==> config.mk <==
export PLATFORM = sky130hd
export DESIGN_NAME = disp_wr_decoder
export DESIGN_NICKNAME = d
export VERILOG_FILES = /design/src/rtl/dwd_pkg.sv /design/src/rtl/dwd_classify.sv /design/src/rtl/dwd_addr_step.sv /design/src/rtl/dwd_seq.sv /design/src/rtl/disp_wr_decoder.sv
export SDC_FILE = /design/constraint.sdc
export NUM_CORES = 1
export LEC_CHECK = 0
export BUFFER_PORTS_ARGS = -buffer_cell sky130_fd_sc_hd__buf_2
export CORE_ASPECT_RATIO = 1.2
export CORE_MARGIN = 2
export CORE_UTILIZATION = 55
export CTS_BUF_LIST = sky130_fd_sc_hd__clkbuf_4 sky130_fd_sc_hd__clkbuf_8 sky130_fd_sc_hd__clkbuf_16
export DETAILED_ROUTE_END_ITERATION = 8
export GPL_ROUTABILITY_DRIVEN = 1
export GPL_TIMING_DRIVEN = 0
export PLACE_DENSITY_LB_ADDON = 0.05
export RECOVER_POWER = 50
export SETUP_SLACK_MARGIN = 0.3
export SYNTH_ARGS = -nofsm -noshare
export SYNTH_HDL_FRONTEND = slang
export SYNTH_SLANG_ARGS = --single-unit
==> constraint.sdc <==
create_clock -name clk -period 2 [get_ports clk]
set_input_delay 0.2 -clock clk [delete_from_list [all_inputs] [get_ports clk]]
set_output_delay 0.2 -clock clk [all_outputs]
set_load 0.03 [all_outputs]
==> src/rtl/dwd_pkg.sv <==
package dwd_pkg;

    typedef enum logic [2:0] {
        ST_IDLE   = 3'd0,
        ST_COL    = 3'd1,
        ST_DATA   = 3'd2,
        ST_NEXT   = 3'd3,
        ST_STREAM = 3'd4
    } dwd_state_e;

    localparam int KIND_BIT   = 7;
    localparam int STREAM_BIT = 6;
    localparam int SEL_BIT    = 5;

endpackage

==> src/rtl/dwd_classify.sv <==
module dwd_classify #(
    parameter int BYTE_W = 8,
    parameter int ADDR_W = 5
) (
    input  logic [BYTE_W-1:0] byte_i,
    output logic              is_row_o,
    output logic              is_stream_o,
    output logic              sel_o,
    output logic [ADDR_W-1:0] addr_o
);
    import dwd_pkg::*;

    always_comb begin
        is_row_o    = byte_i[KIND_BIT];
        is_stream_o = byte_i[STREAM_BIT];
        sel_o       = byte_i[SEL_BIT];
        addr_o      = byte_i[ADDR_W-1:0];
    end

endmodule

==> src/rtl/dwd_addr_step.sv <==
module dwd_addr_step #(
    parameter int ADDR_W = 5
) (
    input  logic [ADDR_W-1:0] row_i,
    input  logic [ADDR_W-1:0] col_i,
    output logic [ADDR_W-1:0] row_o,
    output logic [ADDR_W-1:0] col_o
);
    localparam logic [ADDR_W-1:0] COL_LAST = {ADDR_W{1'b1}};

    always_comb begin
        col_o = col_i + 1'b1;
        row_o = row_i;
        if (col_i == COL_LAST) begin
            col_o = '0;
            row_o = row_i + 1'b1;
        end
    end

endmodule

==> src/rtl/dwd_seq.sv <==
module dwd_seq #(
    parameter int BYTE_W = 8,
    parameter int ADDR_W = 5
) (
    input  logic              clk,
    input  logic              rst_n,
    input  logic              frame_i,
    input  logic              valid_i,
    input  logic [BYTE_W-1:0] byte_i,
    input  logic              is_row_i,
    input  logic              is_stream_i,
    input  logic              sel_i,
    input  logic [ADDR_W-1:0] addr_i,
    input  logic [ADDR_W-1:0] step_row_i,
    input  logic [ADDR_W-1:0] step_col_i,
    output logic [ADDR_W-1:0] row_o,
    output logic [ADDR_W-1:0] col_o,
    output logic              wr_en_o,
    output logic [ADDR_W-1:0] wr_row_o,
    output logic [ADDR_W-1:0] wr_col_o,
    output logic [BYTE_W:0]   wr_code_o,
    output logic              wr_attr_o
);
    import dwd_pkg::*;

    localparam logic [ADDR_W-1:0] COL_LAST = {ADDR_W{1'b1}};

    typedef struct packed {
        dwd_state_e        st;
        logic [ADDR_W-1:0] row;
        logic [ADDR_W-1:0] col;
        logic              hi;
        logic              attr;
        logic              wr_en;
        logic [ADDR_W-1:0] wr_row;
        logic [ADDR_W-1:0] wr_col;
        logic [BYTE_W:0]   wr_code;
        logic              wr_attr;
    } seq_t;

    seq_t s_d, s_q;

    always_comb begin
        s_d       = s_q;
        s_d.wr_en = 1'b0;
        if (!frame_i) begin
            s_d.st = ST_IDLE;
        end else if (valid_i) begin
            case (s_q.st)
                ST_IDLE: begin
                    if (is_row_i) begin
                        s_d.row  = addr_i;
                        s_d.attr = sel_i;
                        s_d.st   = ST_COL;
                    end
                end
                ST_COL, ST_NEXT: begin
                    if (is_row_i) begin
                        s_d.row  = addr_i;
                        s_d.attr = sel_i;
                        s_d.st   = ST_COL;
                    end else begin
                        s_d.col = addr_i;
                        s_d.hi  = sel_i & ~s_q.attr;
                        s_d.st  = is_stream_i ? ST_STREAM : ST_DATA;
                    end
                end
                ST_DATA, ST_STREAM: begin
                    s_d.wr_en   = 1'b1;
                    s_d.wr_row  = s_q.row;
                    s_d.wr_col  = s_q.col;
                    s_d.wr_code = {s_q.hi, byte_i};
                    s_d.wr_attr = s_q.attr;
                    if (s_q.st == ST_DATA) begin
                        s_d.st = ST_NEXT;
                    end else begin
                        s_d.row = step_row_i;
                        s_d.col = step_col_i;
                    end
                end
                default: s_d.st = ST_IDLE;
            endcase
        end
    end

    always_ff @(posedge clk) begin
        if (!rst_n) begin
            s_q    <= '0;
            s_q.st <= ST_IDLE;
        end else begin
            s_q <= s_d;
        end
    end

    assign row_o     = s_q.row;
    assign col_o     = s_q.col;
    assign wr_en_o   = s_q.wr_en;
    assign wr_row_o  = s_q.wr_row;
    assign wr_col_o  = s_q.wr_col;
    assign wr_code_o = s_q.wr_code;
    assign wr_attr_o = s_q.wr_attr;

    // a write comes only from a byte presented inside a frame
    p_write_from_byte_r5: assert property (@(posedge clk) disable iff (!rst_n)
        wr_en_o |-> $past(valid_i && frame_i));

    // idle never produces a write
    p_idle_no_write_r9: assert property (@(posedge clk) disable iff (!rst_n)
        wr_en_o |-> $past(s_q.st) != ST_IDLE);

    // attribute writes never carry code bit 8
    p_attr_code_hi_r4: assert property (@(posedge clk) disable iff (!rst_n)
        (wr_en_o && wr_attr_o) |-> !wr_code_o[BYTE_W]);

    // back-to-back streaming writes step the column inside a row
    p_stream_col_step_r7: assert property (@(posedge clk) disable iff (!rst_n)
        (wr_en_o && $past(wr_en_o) && s_q.st == ST_STREAM && $past(s_q.st) == ST_STREAM
         && $past(wr_col_o) != COL_LAST)
        |-> (wr_col_o == ADDR_W'($past(wr_col_o) + 1'b1)) && (wr_row_o == $past(wr_row_o)));

    // column wrap advances the row
    p_stream_row_wrap_r7: assert property (@(posedge clk) disable iff (!rst_n)
        (wr_en_o && $past(wr_en_o) && s_q.st == ST_STREAM && $past(s_q.st) == ST_STREAM
         && $past(wr_col_o) == COL_LAST)
        |-> (wr_col_o == '0) && (wr_row_o == ADDR_W'($past(wr_row_o) + 1'b1)));

    // code bit 8 and RAM select stay fixed through a stream
    p_stream_hi_hold_r8: assert property (@(posedge clk) disable iff (!rst_n)
        (wr_en_o && $past(wr_en_o) && s_q.st == ST_STREAM && $past(s_q.st) == ST_STREAM)
        |-> (wr_code_o[BYTE_W] == $past(wr_code_o[BYTE_W])) && (wr_attr_o == $past(wr_attr_o)));

endmodule

==> src/rtl/disp_wr_decoder.sv <==
module disp_wr_decoder #(
    parameter int BYTE_W = 8,
    parameter int ADDR_W = 5
) (
    input  logic              clk,
    input  logic              rst_n,
    input  logic              frame_i,
    input  logic              byte_valid_i,
    input  logic [BYTE_W-1:0] byte_i,
    output logic              wr_en_o,
    output logic [ADDR_W-1:0] wr_row_o,
    output logic [ADDR_W-1:0] wr_col_o,
    output logic [BYTE_W:0]   wr_code_o,
    output logic              wr_attr_o
);
    logic              is_row, is_stream, sel;
    logic [ADDR_W-1:0] addr_f, row_q, col_q, nrow, ncol;

    dwd_classify #(.BYTE_W(BYTE_W), .ADDR_W(ADDR_W)) u_cls (
        .byte_i     (byte_i),
        .is_row_o   (is_row),
        .is_stream_o(is_stream),
        .sel_o      (sel),
        .addr_o     (addr_f)
    );

    dwd_addr_step #(.ADDR_W(ADDR_W)) u_step (
        .row_i(row_q),
        .col_i(col_q),
        .row_o(nrow),
        .col_o(ncol)
    );

    dwd_seq #(.BYTE_W(BYTE_W), .ADDR_W(ADDR_W)) u_seq (
        .clk        (clk),
        .rst_n      (rst_n),
        .frame_i    (frame_i),
        .valid_i    (byte_valid_i),
        .byte_i     (byte_i),
        .is_row_i   (is_row),
        .is_stream_i(is_stream),
        .sel_i      (sel),
        .addr_i     (addr_f),
        .step_row_i (nrow),
        .step_col_i (ncol),
        .row_o      (row_q),
        .col_o      (col_q),
        .wr_en_o    (wr_en_o),
        .wr_row_o   (wr_row_o),
        .wr_col_o   (wr_col_o),
        .wr_code_o  (wr_code_o),
        .wr_attr_o  (wr_attr_o)
    );

endmodule

# Word-level counts from Yosys, hierarchy flattened
# Index checks and enable logic that the tools add are counted.
[totals]
regBits = 36
out_inout_bits = 21
[classes]
addsub = 2
n_eq_ne = 11
n_mux = 13
bitwise_logic = 3
reduce_logical = 14
[ops]
columns = ["cell", "count"]
rows = [
  ["$mux 21", 1],
  ["$mux 5", 3],
  ["$pmux 5 s3", 1],
  ["$add 5x1->5 const B", 2],
  ["$mux 10", 1],
  ["$ne 2x2->1 const B", 5],
  ["$pmux 5 s2", 1],
  ["$mux 3", 3],
  ["$pmux 3 s3", 1],
  ["$reduce_and 3->1", 3],
  ["$mux 8", 1],
  ["$reduce_and 4->1", 2],
  ["$reduce_and 7->1", 1],
  ["$eq 3x2->1 const B", 2],
  ["$mux 6", 1],
  ["$eq 5x5->1 const B", 1],
  ["$reduce_and 5->1", 1],
  ["$reduce_or 2->1", 2],
  ["$eq 3x1->1 const B", 1],
  ["$eq 3x3->1 const B", 1],
  ["$logic_not 3->1", 1],
  ["$reduce_bool 3->1", 1],
  ["$reduce_or 3->1", 1],
  ["$ne 2x1->1 const B", 1],
  ["other kinds (4)", 5],
]

# Depth between registers and ports, before layout
# Gate-level depths: netlist of run 1.
[logic_depth]
word_depth = 4
mapped_depth = 7
depth_no_buf = 7

# By module
# From an unflattened synthesis of run 1, not the netlist that was laid out.
[unflattened]
hier_cells = 210
hier_area_um2 = 2018.2
[by_module_without_submodules]
columns = ["module", "instances", "cells_per_inst", "area_per_inst_um2", "seq_area_each_um2"]
rows = [
  ["dwd_seq", 1, 182, 1793.0, 720.7],
  ["dwd_addr_step", 1, 20, 165.2, 0.0],
  ["dwd_classify", 1, 8, 60.1, 0.0],
]

# Worst setup path after synthesis of run 1
# No wires, ideal clock.
[synth_path]
path_kind = "register to register"
startpoint = "register u_seq.s_q, in the netlist u_seq.col_o[0]"
endpoint = "register u_seq.s_q, in the netlist u_seq.row_o[4]"
setup_time_ns = 0.128
arrival_ns = 1.441
slack_ns = 0.431
stages_incl_launch_ff = 8
path_buffers = 0
path_cell_list = "dfxtp_1 -> ha_1 -> and3_1 -> ha_1 -> nand2_1 -> a2bb2oi_2 -> nand3b_1 -> o22ai_1"
[synth_between]
elab_chain_cells = 3
[synth_rtl]
columns = ["element", "line", "text"]
rows = [
  ["start, declared", "dwd_seq.sv:41", "seq_t s_d, s_q;"],
  ["$eq 5x5->1", "dwd_addr_step.sv:14", "if (col_i == COL_LAST) begin"],
  ["$ne 2x2->1 (no source line)", "--", ""],
  ["$reduce_and 7->1 (no source line)", "--", ""],
]
# No other way between the ends.
# A chain may end at the register's enable or synchronous reset.

# Worst setup path in the final report of run 1
[layout_path]
startpoint = "register u_seq.s_q[33] in the netlist's numbering"
endpoint = "register u_seq.s_q, in the netlist u_seq.col_o[1]"
[layout_between]
elab_chain_cells = 4
word_cells_on_any_way = 11
classes_between = "6 x eq/ne; 1 x mux; 4 x reduce/logical"
[layout_rtl]
columns = ["element", "line", "text"]
rows = [
  ["$eq 3x1->1 (tied with other cells)", "dwd_seq.sv:49", "case (s_q.st)"],
  ["$reduce_or 2->1", "dwd_seq.sv:49", ""],
  ["$ne 2x2->1 (no source line) / $reduce_bool 2->1 (equally long branches)", "--", ""],
  ["$reduce_and 5->1 (no source line)", "--", ""],
]
# Several ways; a longest one is shown, not always the timed one.

==> impl_metrics.prom, run 1 <==
# TYPE chip_impl_metric gauge
chip_impl_info{name="run_status",value="complete, no violations"} 1
chip_impl_info{name="synth_area_leader_cell",value="dfxtp_1"} 1
chip_impl_metric{name="detail_route.first_pass.iterations",unit=""} 4
chip_impl_info{name="layout_common_cells",value="nand2_1 (48), dfxtp_1 (34), clkbuf_1 (26)"} 1
chip_impl_metric{name="yosysTopAreaCellShare",unit=""} 0.385
chip_impl_info{name="worstSetupEndpoint",value="u_seq.col_o[1]$_SDFFE_PN0P_"} 1
chip_impl_metric{name="slew-limit-headroom",unit=""} 0.688
chip_impl_metric{name="floorplan.die.width",unit="um"} 57.3
chip_impl_info{name="end_of_the_worst_register_to_register_path",value="u_seq.col_o[1]$_SDFFE_PN0P_"} 1
chip_impl_metric{name="postRouteAntennaNets",unit=""} 0
chip_impl_metric{name="clk-insertion-delay-late",unit="ns"} 0.29
chip_impl_metric{name="fin_crit",unit="ns"} 1.67
chip_impl_metric{name="vdd_ir_drop_max",unit="uV"} 483
chip_impl_metric{name="layout.nets",unit=""} 275
chip_impl_metric{name="start_util",unit=""} 0.566
chip_impl_metric{name="synth.net_count",unit=""} 235
chip_impl_metric{name="area_delta_synth_final",unit="%"} 18.3
chip_impl_metric{name="grt_antenna_before_repair",unit=""} 0
chip_impl_metric{name="number_of_flops_mapped_to_enable_cells_by_yosys",unit=""} 0
chip_impl_metric{name="numPortBuffers",unit=""} 31
chip_impl_metric{name="grt_first_pass_wirelength",unit="um"} 6300
chip_impl_metric{name="timing.final.setup_violations",unit=""} 0
chip_impl_metric{name="crit_path_max_fanout",unit=""} 10
chip_impl_metric{name="vias",unit=""} 1560
chip_impl_metric{name="wl_per_cell",unit="um"} 12.8
chip_impl_info{name="crit_path_start_kind",value="register"} 1
chip_impl_metric{name="grt_max_degree",unit=""} 12
chip_impl_metric{name="detail_route.iter0.violations",unit=""} 53
chip_impl_metric{name="synth.yosys.warnings",unit=""} 0
chip_impl_metric{name="worst_slew_pin_slew",unit="ns"} 0.468
chip_impl_info{name="crit_type",value="register to register"} 1
chip_impl_info{name="final_common_cell",value="nand2_1"} 1
chip_impl_metric{name="gp_congestion",unit=""} 0.888
chip_impl_metric{name="routed_wl",unit="um"} 3830
chip_impl_metric{name="regToRegSetupSlack",unit="ns"} 0.33
chip_impl_metric{name="drc",unit=""} 0
chip_impl_metric{name="die_area",unit="um^2"} 3890
chip_impl_info{name="synth.area.top_cells",value="dfxtp_1 (38%), nand2_1 (9.8%), buf_4 (8.4%)"} 1
chip_impl_info{name="holdCritPathClass",value="input port to register"} 1
chip_impl_info{name="clock_tree_from_tritoncts",value="done"} 1
chip_impl_metric{name="worst_ep_required_time",unit="ns"} 2.23
chip_impl_info{name="rsz0062_at_grt",value="false"} 1
chip_impl_metric{name="final_slew_violations",unit=""} 0
chip_impl_info{name="critical_path.reg2reg.startpoint",value="u_seq.s_q[33]$_SDFFE_PN0P_"} 1
chip_impl_metric{name="first_global_vias",unit=""} 1457
chip_impl_metric{name="pwr_density_cell",unit="nW/um^2"} 619
chip_impl_metric{name="instance_count_of_the_mapped_netlist",unit=""} 220
chip_impl_metric{name="floorplan.core_area",unit="um^2"} 3310
chip_impl_metric{name="ys_ff_latch",unit=""} 36
chip_impl_info{name="min_from",value="byte_i[5]"} 1
chip_impl_metric{name="antenna_cells",unit=""} 0
chip_impl_metric{name="rows",unit=""} 23
chip_impl_info{name="clockRootBuffer",value="clkbuf_8"} 1
chip_impl_metric{name="cts-htree-levels",unit=""} 2
chip_impl_metric{name="die-height",unit="um"} 68.0
chip_impl_metric{name="place_hpwl",unit="um"} 2870
chip_impl_metric{name="max_freq",unit="MHz"} 598
chip_impl_metric{name="layout_worst_path_cycle_share",unit=""} 0.837
chip_impl_metric{name="synth.avg_cell_area",unit="um^2"} 8.52
chip_impl_info{name="timing.critical_path.cells",value="clkbuf_1 -> inv_1 -> a21oi_1 -> a221oi_1 -> nor2_1"} 1
chip_impl_info{name="critical_path.slowest_cell",value="dfxtp_1"} 1
chip_impl_info{name="timing.critical_path.from",value="u_seq.s_q[33]$_SDFFE_PN0P_"} 1
chip_impl_metric{name="worst_r2r_path_depth",unit=""} 5
chip_impl_metric{name="worst_setup_hold_path_clk_slew",unit="ns"} 0.07
chip_impl_metric{name="cap_violations",unit=""} 0
chip_impl_metric{name="drive_above_1_share",unit=""} 0.230
chip_impl_metric{name="final_standard_cell_utilization_of_the_core",unit=""} 0.670
chip_impl_metric{name="finalHoldViolCount",unit=""} 0
chip_impl_metric{name="global_route.usage.total",unit=""} 0.211
chip_impl_metric{name="synthDistinctLibCells",unit=""} 46
chip_impl_metric{name="clock_sink_count",unit=""} 36
chip_impl_metric{name="worst_ep_arrival_time",unit="ns"} 1.90
chip_impl_metric{name="leakage",unit="nW"} 0.850
chip_impl_metric{name="synthArstFlopShare",unit=""} 0
chip_impl_metric{name="drt-vias-per-instance",unit=""} 5.23
chip_impl_metric{name="worst_path_largest_cell_delay",unit="ns"} 0.40
chip_impl_metric{name="cts.path.max_buffers",unit=""} 2
chip_impl_metric{name="postCtsHoldBufs",unit=""} 0
chip_impl_metric{name="io-pin-count",unit=""} 33
chip_impl_metric{name="synth_area",unit="um^2"} 1870
chip_impl_metric{name="numCtsBuffers",unit=""} 5
chip_impl_metric{name="synth-seq-area-share",unit=""} 0.385
chip_impl_metric{name="totalNegativeSetupSlack",unit="ns"} 0
chip_impl_info{name="synth_ff_type",value="dfxtp_1"} 1
chip_impl_info{name="crit_path_end_kind",value="register"} 1
chip_impl_metric{name="gr-total-overflow",unit=""} 0
chip_impl_metric{name="fillerInstances",unit=""} 309
chip_impl_metric{name="worst_setup_skew_after_layout",unit="ns"} 0.00587
## where the power goes
group | internal [mW] | total, mW | switching [mW]
clock | 0.293 | 0.556 | 0.262
combinational | 0.0378 | 0.0881 | 0.0502
sequential | 0.721 | 0.728 | 0.00723
## worst max-delay path: cells and delay by family (launching register included)
kind,cells,cell delay (ns)
compound gates,2,0.53
flops,1,0.40
buf+inv,2,0.56
simple gates,1,0.12
## metrics by stage
step | instances | instance area (um^2) | hold slack, ns | total power, mW | setup slack (ns)
3_3_place_gp | 288 | 2080 | 0.446 | 0.832 | 0.220
4_1_cts | 296 | 2200 | 0.184 | 1.38 | 0.305
2_1_floorplan | 220 | 1870 | 0.345 | 0.799 | 0.431
5_1_grt | 298 | 2220 | 0.215 | 1.41 | 0.213
3_5_place_dp | 288 | 2080 | 0.448 | 0.832 | 0.231
6_report | 298 | 2220 | 0.181 | 1.37 | 0.327
## layer usage
| layer | global-route usage | part of all wire |
|---|---|---|
| met1 | 0.256 | 0.45 |
| met2 | 0.361 | 0.48 |
| met3 | 0.0359 | 0.040 |
| met4 | 0.105 | 0.026 |
| met5 | 0 | 0 |
## logic make-up (layout without fill, tap and decap cells)
| group | count (synthesis) | after routing | share of synthesized area |
|---|---|---|---|
| XOR/XNOR | 4 | 4 | 0.0287 |
| buffers and inverters | 35 | 76 | 0.123 |
| flip-flops | 36 | 36 | 0.385 |
| multiplexers | 3 | 3 | 0.0187 |
| adder cells (fa/ha/maj) | 3 | 3 | 0.0200 |
| AO/OA/AOI/OAI | 52 | 52 | 0.205 |
| AND/OR/NAND/NOR | 87 | 87 | 0.220 |
## cell usage after synthesis (4+ instances only)
cell,number
o21ai_0,6
nand3_1,5
nor2b_1,5
a21boi_0,19
a221oi_1,5
clkbuf_1,4
buf_4,21
o22ai_1,4
nor2_1,8
a21oi_1,4
nand2_1,49
buf_2,4
inv_1,4
dfxtp_1,36
## cell type report
cell class / count / area (um^2) / area share
Tap cell: 37 / 46.3 / 0.0209
Timing Repair Buffer: 33 / 144 / 0.0649
Clock inverter: 1 / 7.51 / 0.00339
Clock buffer: 7 / 90.1 / 0.0406
Inverter: 4 / 15.0 / 0.00677
Buffer: 31 / 214 / 0.0965
Sequential cell: 36 / 728 / 0.328
Multi-Input combinational cell: 149 / 972 / 0.438
## registers in the layout, summed over array words and instances (netlist names)
| signal | cells |
|---|---|
| u_seq.col_o | 5 |
| u_seq.s_q | 5 |
| u_seq.wr_en_o | 1 |
| u_seq.wr_col_o | 5 |
| u_seq.wr_code_o | 9 |
| u_seq.wr_row_o | 5 |
| u_seq.row_o | 5 |
| u_seq.wr_attr_o | 1 |
## worst min path at each step
stage	cells past startpoint	to	slack [ns]
floorplan	2	u_seq.wr_code_o[0]$_SDFFE_PN0P_	0.34
global placement	2	u_seq.wr_code_o[8]$_SDFFE_PN0P_	0.45
detailed placement	2	u_seq.wr_code_o[8]$_SDFFE_PN0P_	0.45
CTS	3	u_seq.wr_code_o[5]$_SDFFE_PN0P_	0.18
global route	3	u_seq.wr_code_o[1]$_SDFFE_PN0P_	0.22
finish	3	u_seq.wr_code_o[5]$_SDFFE_PN0P_	0.18
## repair_timing
item | CTS | global route
setup endpoints to repair | 8 | 9
setup buffers | 0 | 2
gates resized for setup | 5 | 8
pin swaps | 0 | 1
(Power assumes the default switching activity.)
==> run 2: changes to the inputs <==
--- a/config.mk
+++ b/config.mk
@@ -8,7 +8,7 @@
 export BUFFER_PORTS_ARGS = -buffer_cell sky130_fd_sc_hd__buf_2
 export CORE_ASPECT_RATIO = 1.2
 export CORE_MARGIN = 2
-export CORE_UTILIZATION = 55
+export CORE_UTILIZATION = 50
 export CTS_BUF_LIST = sky130_fd_sc_hd__clkbuf_4 sky130_fd_sc_hd__clkbuf_8 sky130_fd_sc_hd__clkbuf_16
 export DETAILED_ROUTE_END_ITERATION = 8
 export GPL_ROUTABILITY_DRIVEN = 1
==> constraint.sdc (replaced) <==
create_clock -name clk -period 1.4 [get_ports clk]
set_input_delay 0.14 -clock clk [delete_from_list [all_inputs] [get_ports clk]]
set_output_delay 0.14 -clock clk [all_outputs]
set_load 0.03 [all_outputs]
==> run 2 against run 1 <==
  * The run now ends with negative setup slack left
  * Hold slack got worse by 0.073 ns
  * Die area grew 9.3%
  * Register-to-register slack got worse by 0.53 ns
  * Final cell count increased by 6.4%
  * Global-route usage up 2.5 points
  * Maximum frequency is 4.6% higher
  * Power grew 60%
  * Critical path type unchanged
  * Largest cell class unchanged
==> impl_metrics.prom, run 2 (synthesized netlist as in run 1, its figures left out) <==
# TYPE chip_impl_metric gauge
chip_impl_info{name="run_status",value="complete, but fails checks"} 1
chip_impl_info{name="violations",value="negative setup slack"} 1
chip_impl_metric{name="final_slew_violations",unit=""} 0
chip_impl_info{name="holdCritPathClass",value="input port to register"} 1
chip_impl_metric{name="area_delta_synth_final",unit="%"} 40.8
chip_impl_metric{name="numCtsBuffers",unit=""} 5
chip_impl_metric{name="drc",unit=""} 0
chip_impl_metric{name="slew-limit-headroom",unit=""} 0.688
chip_impl_metric{name="io-pin-count",unit=""} 33
chip_impl_metric{name="layout.nets",unit=""} 292
chip_impl_metric{name="worst_slew_pin_slew",unit="ns"} 0.468
chip_impl_metric{name="antenna_cells",unit=""} 0
chip_impl_metric{name="fin_hold_ws",unit="ns"} 0.108
chip_impl_metric{name="postRouteAntennaNets",unit=""} 0
chip_impl_metric{name="worst_setup_hold_path_clk_slew",unit="ns"} 0.07
chip_impl_metric{name="met2_wirelength",unit="um"} 2470
chip_impl_metric{name="worst_ep_required_time",unit="ns"} 1.57
chip_impl_metric{name="max_reg_flops",unit=""} 9
chip_impl_metric{name="wl_met1",unit="um"} 2080
chip_impl_metric{name="rows",unit=""} 24
chip_impl_metric{name="cap_violations",unit=""} 0
chip_impl_metric{name="global_route.usage.total",unit=""} 0.235
chip_impl_metric{name="grt_antenna_before_repair",unit=""} 0
chip_impl_metric{name="totalNegativeSetupSlack",unit="ns"} -1.42
chip_impl_metric{name="setup_slack",unit="ns"} -0.200
chip_impl_metric{name="routed-wl-met3",unit="um"} 220
chip_impl_metric{name="gr-total-overflow",unit=""} 0
chip_impl_info{name="rsz0062_at_grt",value="true"} 1
chip_impl_metric{name="drt-vias-per-instance",unit=""} 5.40
chip_impl_metric{name="die_area",unit="um^2"} 4260
chip_impl_metric{name="vias",unit=""} 1713
chip_impl_metric{name="timing.final.setup_violations",unit=""} 13
chip_impl_metric{name="vdd_ir_drop_max",unit="uV"} 790
chip_impl_metric{name="detailed_place.area",unit="um^2"} 2140
chip_impl_metric{name="finalHoldViolCount",unit=""} 0
chip_impl_info{name="final_common_cell",value="nand2_1"} 1
chip_impl_metric{name="die-height",unit="um"} 71.1
chip_impl_info{name="layout_common_cells",value="nand2_1 (40), dfxtp_1 (30), buf_4 (29)"} 1
chip_impl_metric{name="leakage",unit="nW"} 1.09
chip_impl_info{name="clock_tree_from_tritoncts",value="done"} 1
chip_impl_metric{name="gp_congestion",unit=""} 0.869
chip_impl_metric{name="postCtsHoldBufs",unit=""} 0
chip_impl_info{name="crit_type",value="register to register"} 1
chip_impl_metric{name="place_hpwl",unit="um"} 2940
chip_impl_metric{name="cts.path.max_buffers",unit=""} 2
chip_impl_metric{name="drive_above_1_share",unit=""} 0.421
chip_impl_metric{name="first_global_vias",unit=""} 1598
chip_impl_metric{name="final_area",unit="um^2"} 2640
chip_impl_metric{name="wl_per_cell",unit="um"} 15.2
chip_impl_metric{name="numPortBuffers",unit=""} 31
chip_impl_metric{name="floorplan.die.width",unit="um"} 59.9
chip_impl_metric{name="cts-htree-levels",unit=""} 2
chip_impl_metric{name="pwr_density_cell",unit="nW/um^2"} 834
chip_impl_metric{name="start_util",unit=""} 0.520
chip_impl_metric{name="detail_route.first_pass.iterations",unit=""} 4
chip_impl_metric{name="detail_route.iter0.violations",unit=""} 48
chip_impl_metric{name="clock_sink_count",unit=""} 36
chip_impl_info{name="maxUsedRoutingLayer",value="met4"} 1
chip_impl_metric{name="fillerInstances",unit=""} 297
chip_impl_metric{name="max_freq",unit="MHz"} 625
chip_impl_metric{name="grt_first_pass_wirelength",unit="um"} 7520
chip_impl_metric{name="routed_wl",unit="um"} 4820
chip_impl_metric{name="grt_max_degree",unit=""} 12
chip_impl_info{name="crit_path_end_kind",value="register"} 1
chip_impl_info{name="crit_path_start_kind",value="register"} 1
chip_impl_metric{name="clk-insertion-delay-late",unit="ns"} 0.29
chip_impl_metric{name="floorplan.core_area",unit="um^2"} 3600
chip_impl_metric{name="layout_worst_path_cycle_share",unit=""} 1.14
chip_impl_info{name="clockRootBuffer",value="clkbuf_8"} 1
chip_impl_metric{name="crit_path_max_fanout",unit=""} 4
chip_impl_metric{name="fin_crit",unit="ns"} 1.60
chip_impl_metric{name="worst_setup_skew_after_layout",unit="ns"} 0.00200
chip_impl_metric{name="worst_ep_arrival_time",unit="ns"} 1.77
==> run 2: power by group <==
| group | switching, mW | leakage, nW | internal, mW |
|---|---|---|---|
| logic | 0.0901 | 0.733 | 0.0674 |
| registers | 0.0114 | 0.294 | 1.03 |
| clock network | 0.375 | 0.0645 | 0.628 |
| total | 0.476 | 1.09 | 1.72 |
==> run 2: area by class of cell <==
cell class | count | area, um^2 | share of cell area
Sequential cell | 36 | 736 | 0.279
Buffer | 31 | 250 | 0.0948
Tap cell | 39 | 48.8 | 0.0185
Clock inverter | 1 | 30.0 | 0.0114
Inverter | 4 | 15.0 | 0.00569
Multi-Input combinational cell | 149 | 1140 | 0.433
Clock buffer | 7 | 96.3 | 0.0365
Timing Repair Buffer | 50 | 320 | 0.121
==> run 2: routing by layer <==
layer  up-vias  GRT usage
met5         -          0
met4         0     0.0790
met3         9     0.0622
met2        54      0.385
met1       796      0.295
li1        854          -
==> run 2: through the flow <==
| step | total power [mW] | utilization | std cells | setup slack [ns] |
|---|---|---|---|---|
| finish | 2.20 | 0.732 | 317 | -0.200 |
| global route | 2.27 | 0.732 | 317 | -0.269 |
| CTS | 2.20 | 0.693 | 311 | -0.138 |
| detailed placement | 1.20 | 0.593 | 290 | -0.226 |
| global placement | 1.20 | 0.593 | 290 | -0.211 |
| floorplan | 1.15 | - | 220 | -0.0478 |
==> run 2: timing repair <==
action,4_1_cts,5_1_grt
gates resized for setup,47,36
cloned,2,1
setup endpoints to repair,34,35
setup buffers,11,5
pin swaps,9,24
==> run 2: final timing paths <==
path	start	end	slack, ns	cells after the start
setup / recovery	u_seq.col_o[1]$_SDFFE_PN0P_	u_seq.col_o[0]$_SDFFE_PN0P_	-0.20	7
hold / removal	byte_i[5]	u_seq.wr_code_o[5]$_SDFFE_PN0P_	0.11	3
setup reg to reg	u_seq.col_o[1]$_SDFFE_PN0P_	u_seq.col_o[0]$_SDFFE_PN0P_	-0.20	7
hold reg to reg	u_seq.wr_col_o[4]$_SDFFE_PN0P_	u_seq.wr_col_o[4]$_SDFFE_PN0P_	0.45	2
==> run 2: worst max-delay path, cell delays in order (launching register included) <==
cell and delay [ns]:
dfxtp_4 0.38, ha_4 0.13, and3_4 0.19, ha_4 0.14, buf_4 0.12, nor3_4 0.05
a221oi_1 0.37, nor2_1 0.10
==> run 3: changes to the inputs <==
--- a/config.mk
+++ b/config.mk
@@ -18,4 +18,5 @@
 export SETUP_SLACK_MARGIN = 0.3
 export SYNTH_ARGS = -nofsm -noshare
 export SYNTH_HDL_FRONTEND = slang
+export SYNTH_HIERARCHICAL = 1
 export SYNTH_SLANG_ARGS = --single-unit
==> run 3 against run 2 <==
  * The run still ends with negative setup slack left
  * Area after synthesis up 7.7%
  * Clock power down 28%
  * Via count down 7.6%
==> impl_metrics.prom, run 3 <==
# TYPE chip_impl_metric gauge
chip_impl_metric{name="gr-total-overflow",unit=""} 0
chip_impl_metric{name="fin_crit",unit="ns"} 1.58
chip_impl_metric{name="clock_sink_count",unit=""} 36
chip_impl_metric{name="slew-limit-headroom",unit=""} 0.716
chip_impl_metric{name="setup_slack",unit="ns"} -0.176
chip_impl_metric{name="max_freq",unit="MHz"} 635
chip_impl_metric{name="detailed_place.area",unit="um^2"} 2340
chip_impl_metric{name="worstSetupPathDepth",unit=""} 7
chip_impl_info{name="synth_ff_type",value="dfxtp_1"} 1
chip_impl_metric{name="leakage",unit="nW"} 1.07
chip_impl_info{name="crit_path_end_kind",value="register"} 1
chip_impl_metric{name="synth.yosys.warnings",unit=""} 6
chip_impl_metric{name="layout.nets",unit=""} 285
chip_impl_metric{name="vias",unit=""} 1582
chip_impl_info{name="holdCritPathClass",value="input port to register"} 1
chip_impl_info{name="min_delay_worst_endpoint",value="u_seq/wr_code_o[7]$_SDFFE_PN0P_"} 1
chip_impl_metric{name="worst_setup_skew_after_layout",unit="ns"} 0.00514
chip_impl_info{name="critPathMostFrequentCell",value="ha_4"} 1
chip_impl_info{name="min_from",value="byte_i[7]"} 1
chip_impl_info{name="synth.area.top_cells",value="dfxtp_1 (36%), buf_4 (15%), mux2i_1 (13%)"} 1
chip_impl_metric{name="yosysTopAreaCellShare",unit=""} 0.357
chip_impl_metric{name="die_area",unit="um^2"} 4560
chip_impl_metric{name="final_standard_cell_utilization_of_the_core",unit=""} 0.684
chip_impl_metric{name="pwr_density_cell",unit="nW/um^2"} 751
chip_impl_metric{name="grt_first_pass_wirelength",unit="um"} 7050
chip_impl_metric{name="first_global_vias",unit=""} 1474
chip_impl_metric{name="layout_worst_path_cycle_share",unit=""} 1.13
chip_impl_metric{name="hold_path_depth",unit=""} 3
chip_impl_metric{name="numCtsBuffers",unit=""} 5
chip_impl_metric{name="grt_antenna_before_repair",unit=""} 0
chip_impl_metric{name="area_delta_synth_final",unit="%"} 32.6
chip_impl_info{name="timing.critical_path.cells",value="buf_6 -> ha_4 -> and3_4 -> ha_4 -> mux2_4 -> mux2i_1 -> a21oi_1"} 1
chip_impl_metric{name="worst_r2r_path_depth",unit=""} 7
chip_impl_metric{name="totalNegativeSetupSlack",unit="ns"} -2.11
chip_impl_metric{name="cap_violations",unit=""} 0
chip_impl_metric{name="synth-seq-area-share",unit=""} 0.357
chip_impl_metric{name="numPortBuffers",unit=""} 32
chip_impl_info{name="crit_path_start_kind",value="register"} 1
chip_impl_metric{name="floorplan.die.width",unit="um"} 62.0
chip_impl_metric{name="drive_above_1_share",unit=""} 0.439
chip_impl_metric{name="synthDistinctLibCells",unit=""} 39
chip_impl_metric{name="final_area",unit="um^2"} 2680
chip_impl_metric{name="gp_congestion",unit=""} 0.854
chip_impl_metric{name="cell_total_after_placement",unit=""} 296
chip_impl_metric{name="regToRegSetupSlack",unit="ns"} -0.18
chip_impl_info{name="run_status",value="complete, but fails checks"} 1
chip_impl_metric{name="detail_route.iter0.violations",unit=""} 54
chip_impl_metric{name="wl_per_cell",unit="um"} 13.7
chip_impl_metric{name="synth.net_count",unit=""} 226
chip_impl_info{name="clock_tree_from_tritoncts",value="done"} 1
chip_impl_metric{name="cts.path.max_buffers",unit=""} 2
chip_impl_metric{name="routed_wl",unit="um"} 4440
chip_impl_metric{name="worst_ep_required_time",unit="ns"} 1.57
chip_impl_metric{name="die-height",unit="um"} 73.6
chip_impl_metric{name="antenna_cells",unit=""} 0
chip_impl_metric{name="instance_count_of_the_mapped_netlist",unit=""} 210
chip_impl_info{name="rsz0062_at_grt",value="true"} 1
chip_impl_metric{name="worst_ep_arrival_time",unit="ns"} 1.75
chip_impl_metric{name="global_route.usage.total",unit=""} 0.217
chip_impl_metric{name="timing.final.setup_violations",unit=""} 31
chip_impl_metric{name="cts-htree-levels",unit=""} 2
chip_impl_metric{name="postRouteAntennaNets",unit=""} 0
chip_impl_metric{name="worst_path_largest_cell_delay",unit="ns"} 0.34
chip_impl_metric{name="place_hpwl",unit="um"} 2850
chip_impl_metric{name="worst_setup_hold_path_clk_slew",unit="ns"} 0.07
chip_impl_metric{name="fin_hold_ws",unit="ns"} 0.127
chip_impl_metric{name="layoutNonFillerInstCount",unit=""} 323
chip_impl_info{name="yosys.cell_count.top_type",value="buf_4"} 1
chip_impl_info{name="clockRootBuffer",value="clkbuf_8"} 1
chip_impl_metric{name="start_util",unit=""} 0.516
chip_impl_info{name="crit_family",value="multiplexers"} 1
chip_impl_metric{name="synthArstFlopShare",unit=""} 0
chip_impl_metric{name="crit_path_max_fanout",unit=""} 7
chip_impl_metric{name="number_of_flops_mapped_to_enable_cells_by_yosys",unit=""} 0
chip_impl_metric{name="drc",unit=""} 0
chip_impl_info{name="synth_common_cells",value="buf_4 (41), dfxtp_1 (36), mux2i_1 (26)"} 1
chip_impl_metric{name="final_slew_violations",unit=""} 0
chip_impl_metric{name="synth.avg_cell_area",unit="um^2"} 9.61
chip_impl_info{name="final_common_cell",value="buf_4"} 1
chip_impl_info{name="crit_type",value="register to register"} 1
chip_impl_info{name="end_of_the_worst_register_to_register_path",value="u_seq/row_o[1]$_SDFFE_PN0P_"} 1
chip_impl_metric{name="vdd_ir_drop_max",unit="uV"} 665
chip_impl_metric{name="total_power",unit="mW"} 2.01
chip_impl_metric{name="rows",unit=""} 25
chip_impl_metric{name="worst-path-buf-inv",unit=""} 1
chip_impl_info{name="critical_path.slowest_cell",value="dfxtp_2"} 1
chip_impl_metric{name="worst_slew_pin_slew",unit="ns"} 0.426
chip_impl_info{name="violations",value="negative setup slack"} 1
chip_impl_metric{name="detail_route.first_pass.iterations",unit=""} 4
chip_impl_metric{name="max_reg_flops",unit=""} 9
chip_impl_metric{name="fillerInstances",unit=""} 341
chip_impl_metric{name="pre_cts_slack",unit="ns"} -0.220
chip_impl_metric{name="finalHoldViolCount",unit=""} 0
chip_impl_metric{name="synth_area",unit="um^2"} 2020
chip_impl_info{name="critical_path.reg2reg.startpoint",value="u_seq/col_o[1]$_SDFFE_PN0P_"} 1
chip_impl_info{name="layout_common_cells",value="buf_4 (46), dfxtp_1 (31), mux2i_1 (25)"} 1
chip_impl_metric{name="clk-insertion-delay-late",unit="ns"} 0.29
chip_impl_metric{name="ys_ff_latch",unit=""} 36
chip_impl_metric{name="drt-vias-per-instance",unit=""} 4.90
chip_impl_metric{name="grt_max_degree",unit=""} 11
chip_impl_info{name="synth_area_leader_cell",value="dfxtp_1"} 1
chip_impl_metric{name="io-pin-count",unit=""} 33
chip_impl_metric{name="floorplan.core_area",unit="um^2"} 3910
-- run 3: cell types whose count changed after synthesis, moves of 4 or more --
cell,change
a31oi_1,+4
a21boi_0,-19
buf_4,+20
nand3_1,-4
or3b_2,+4
a221oi_1,-5
o21ai_1,+9
nand2_1,-40
mux2i_1,+24
o21ai_0,-4
nor2b_1,+20
-- run 3: layout make-up --
cell class,instances,area [um^2],share of cell area
clock inverters,1,5.00,0.00187
well taps,54,67.6,0.0252
flip-flops and latches,36,727,0.272
clock buffers,6,76.3,0.0285
multi-input cells,127,1080,0.403
inverters,2,7.51,0.00281
repair buffers,51,343,0.128
plain buffers,46,372,0.139
-- run 3: worst max path at each step --
stage	to	startpoint	slack [ns]
finish	u_seq/row_o[1]$_SDFFE_PN0P_	u_seq/col_o[1]$_SDFFE_PN0P_	-0.18
global route	u_seq/row_o[1]$_SDFFE_PN0P_	u_seq/col_o[1]$_SDFFE_PN0P_	-0.24
CTS	u_seq/row_o[1]$_SDFFE_PN0P_	u_seq/col_o[0]$_SDFFE_PN0P_	-0.16
detailed placement	u_seq/row_o[1]$_SDFFE_PN0P_	u_seq/col_o[1]$_SDFFE_PN0P_	-0.22
global placement	u_seq/row_o[1]$_SDFFE_PN0P_	u_seq/col_o[1]$_SDFFE_PN0P_	-0.19
floorplan	u_seq/row_o[1]$_SDFFE_PN0P_	u_seq/col_o[0]$_SDFFE_PN0P_	-0.1
-- run 3: repair_timing --
| item | CTS | global route |
|---|---|---|
| setup buffers | 14 | 3 |
| gates resized for setup | 16 | 10 |
| gates cloned | 3 | 0 |
| hold buffers | 0 | 0 |
| endpoints found under the setup margin | 35 | 36 |
| pin swaps | 11 | 9 |
-- run 3: cell families (layout without fill, tap and decap cells) --
logic type	count (synthesis)	count (layout)	synth area share
AND/OR/NAND/NOR	56	56	0.171
XOR/XNOR	6	6	0.0298
multiplexers	28	28	0.142
adder cells (fa/ha/maj)	4	4	0.0248
flip-flops	36	36	0.357
AO/OA/AOI/OAI	32	33	0.109
buffers and inverters	48	106	0.166
-- run 3: per-layer routing --
metal  part of all wire  track usage  vias to the layer above
li1                   -            -                      802
met5                  0            0                        -
met1               0.44        0.279                      736
met3              0.034       0.0423                        9
met2               0.50        0.345                       35
met4              0.020       0.0946                        0
-- run 3: report_power, final --
part	leakage [nW]	internal (mW)	switching, mW	total [mW]
Sequential	0.293	1.04	0.0124	1.05
Clock	0.0445	0.358	0.361	0.718
Combinational	0.729	0.128	0.113	0.241
-- run 3: tightest hold or removal path: stages --
cell	delay (ns)
buf_2	0.09
mux2i_1	0.06
nor2b_1	0.09
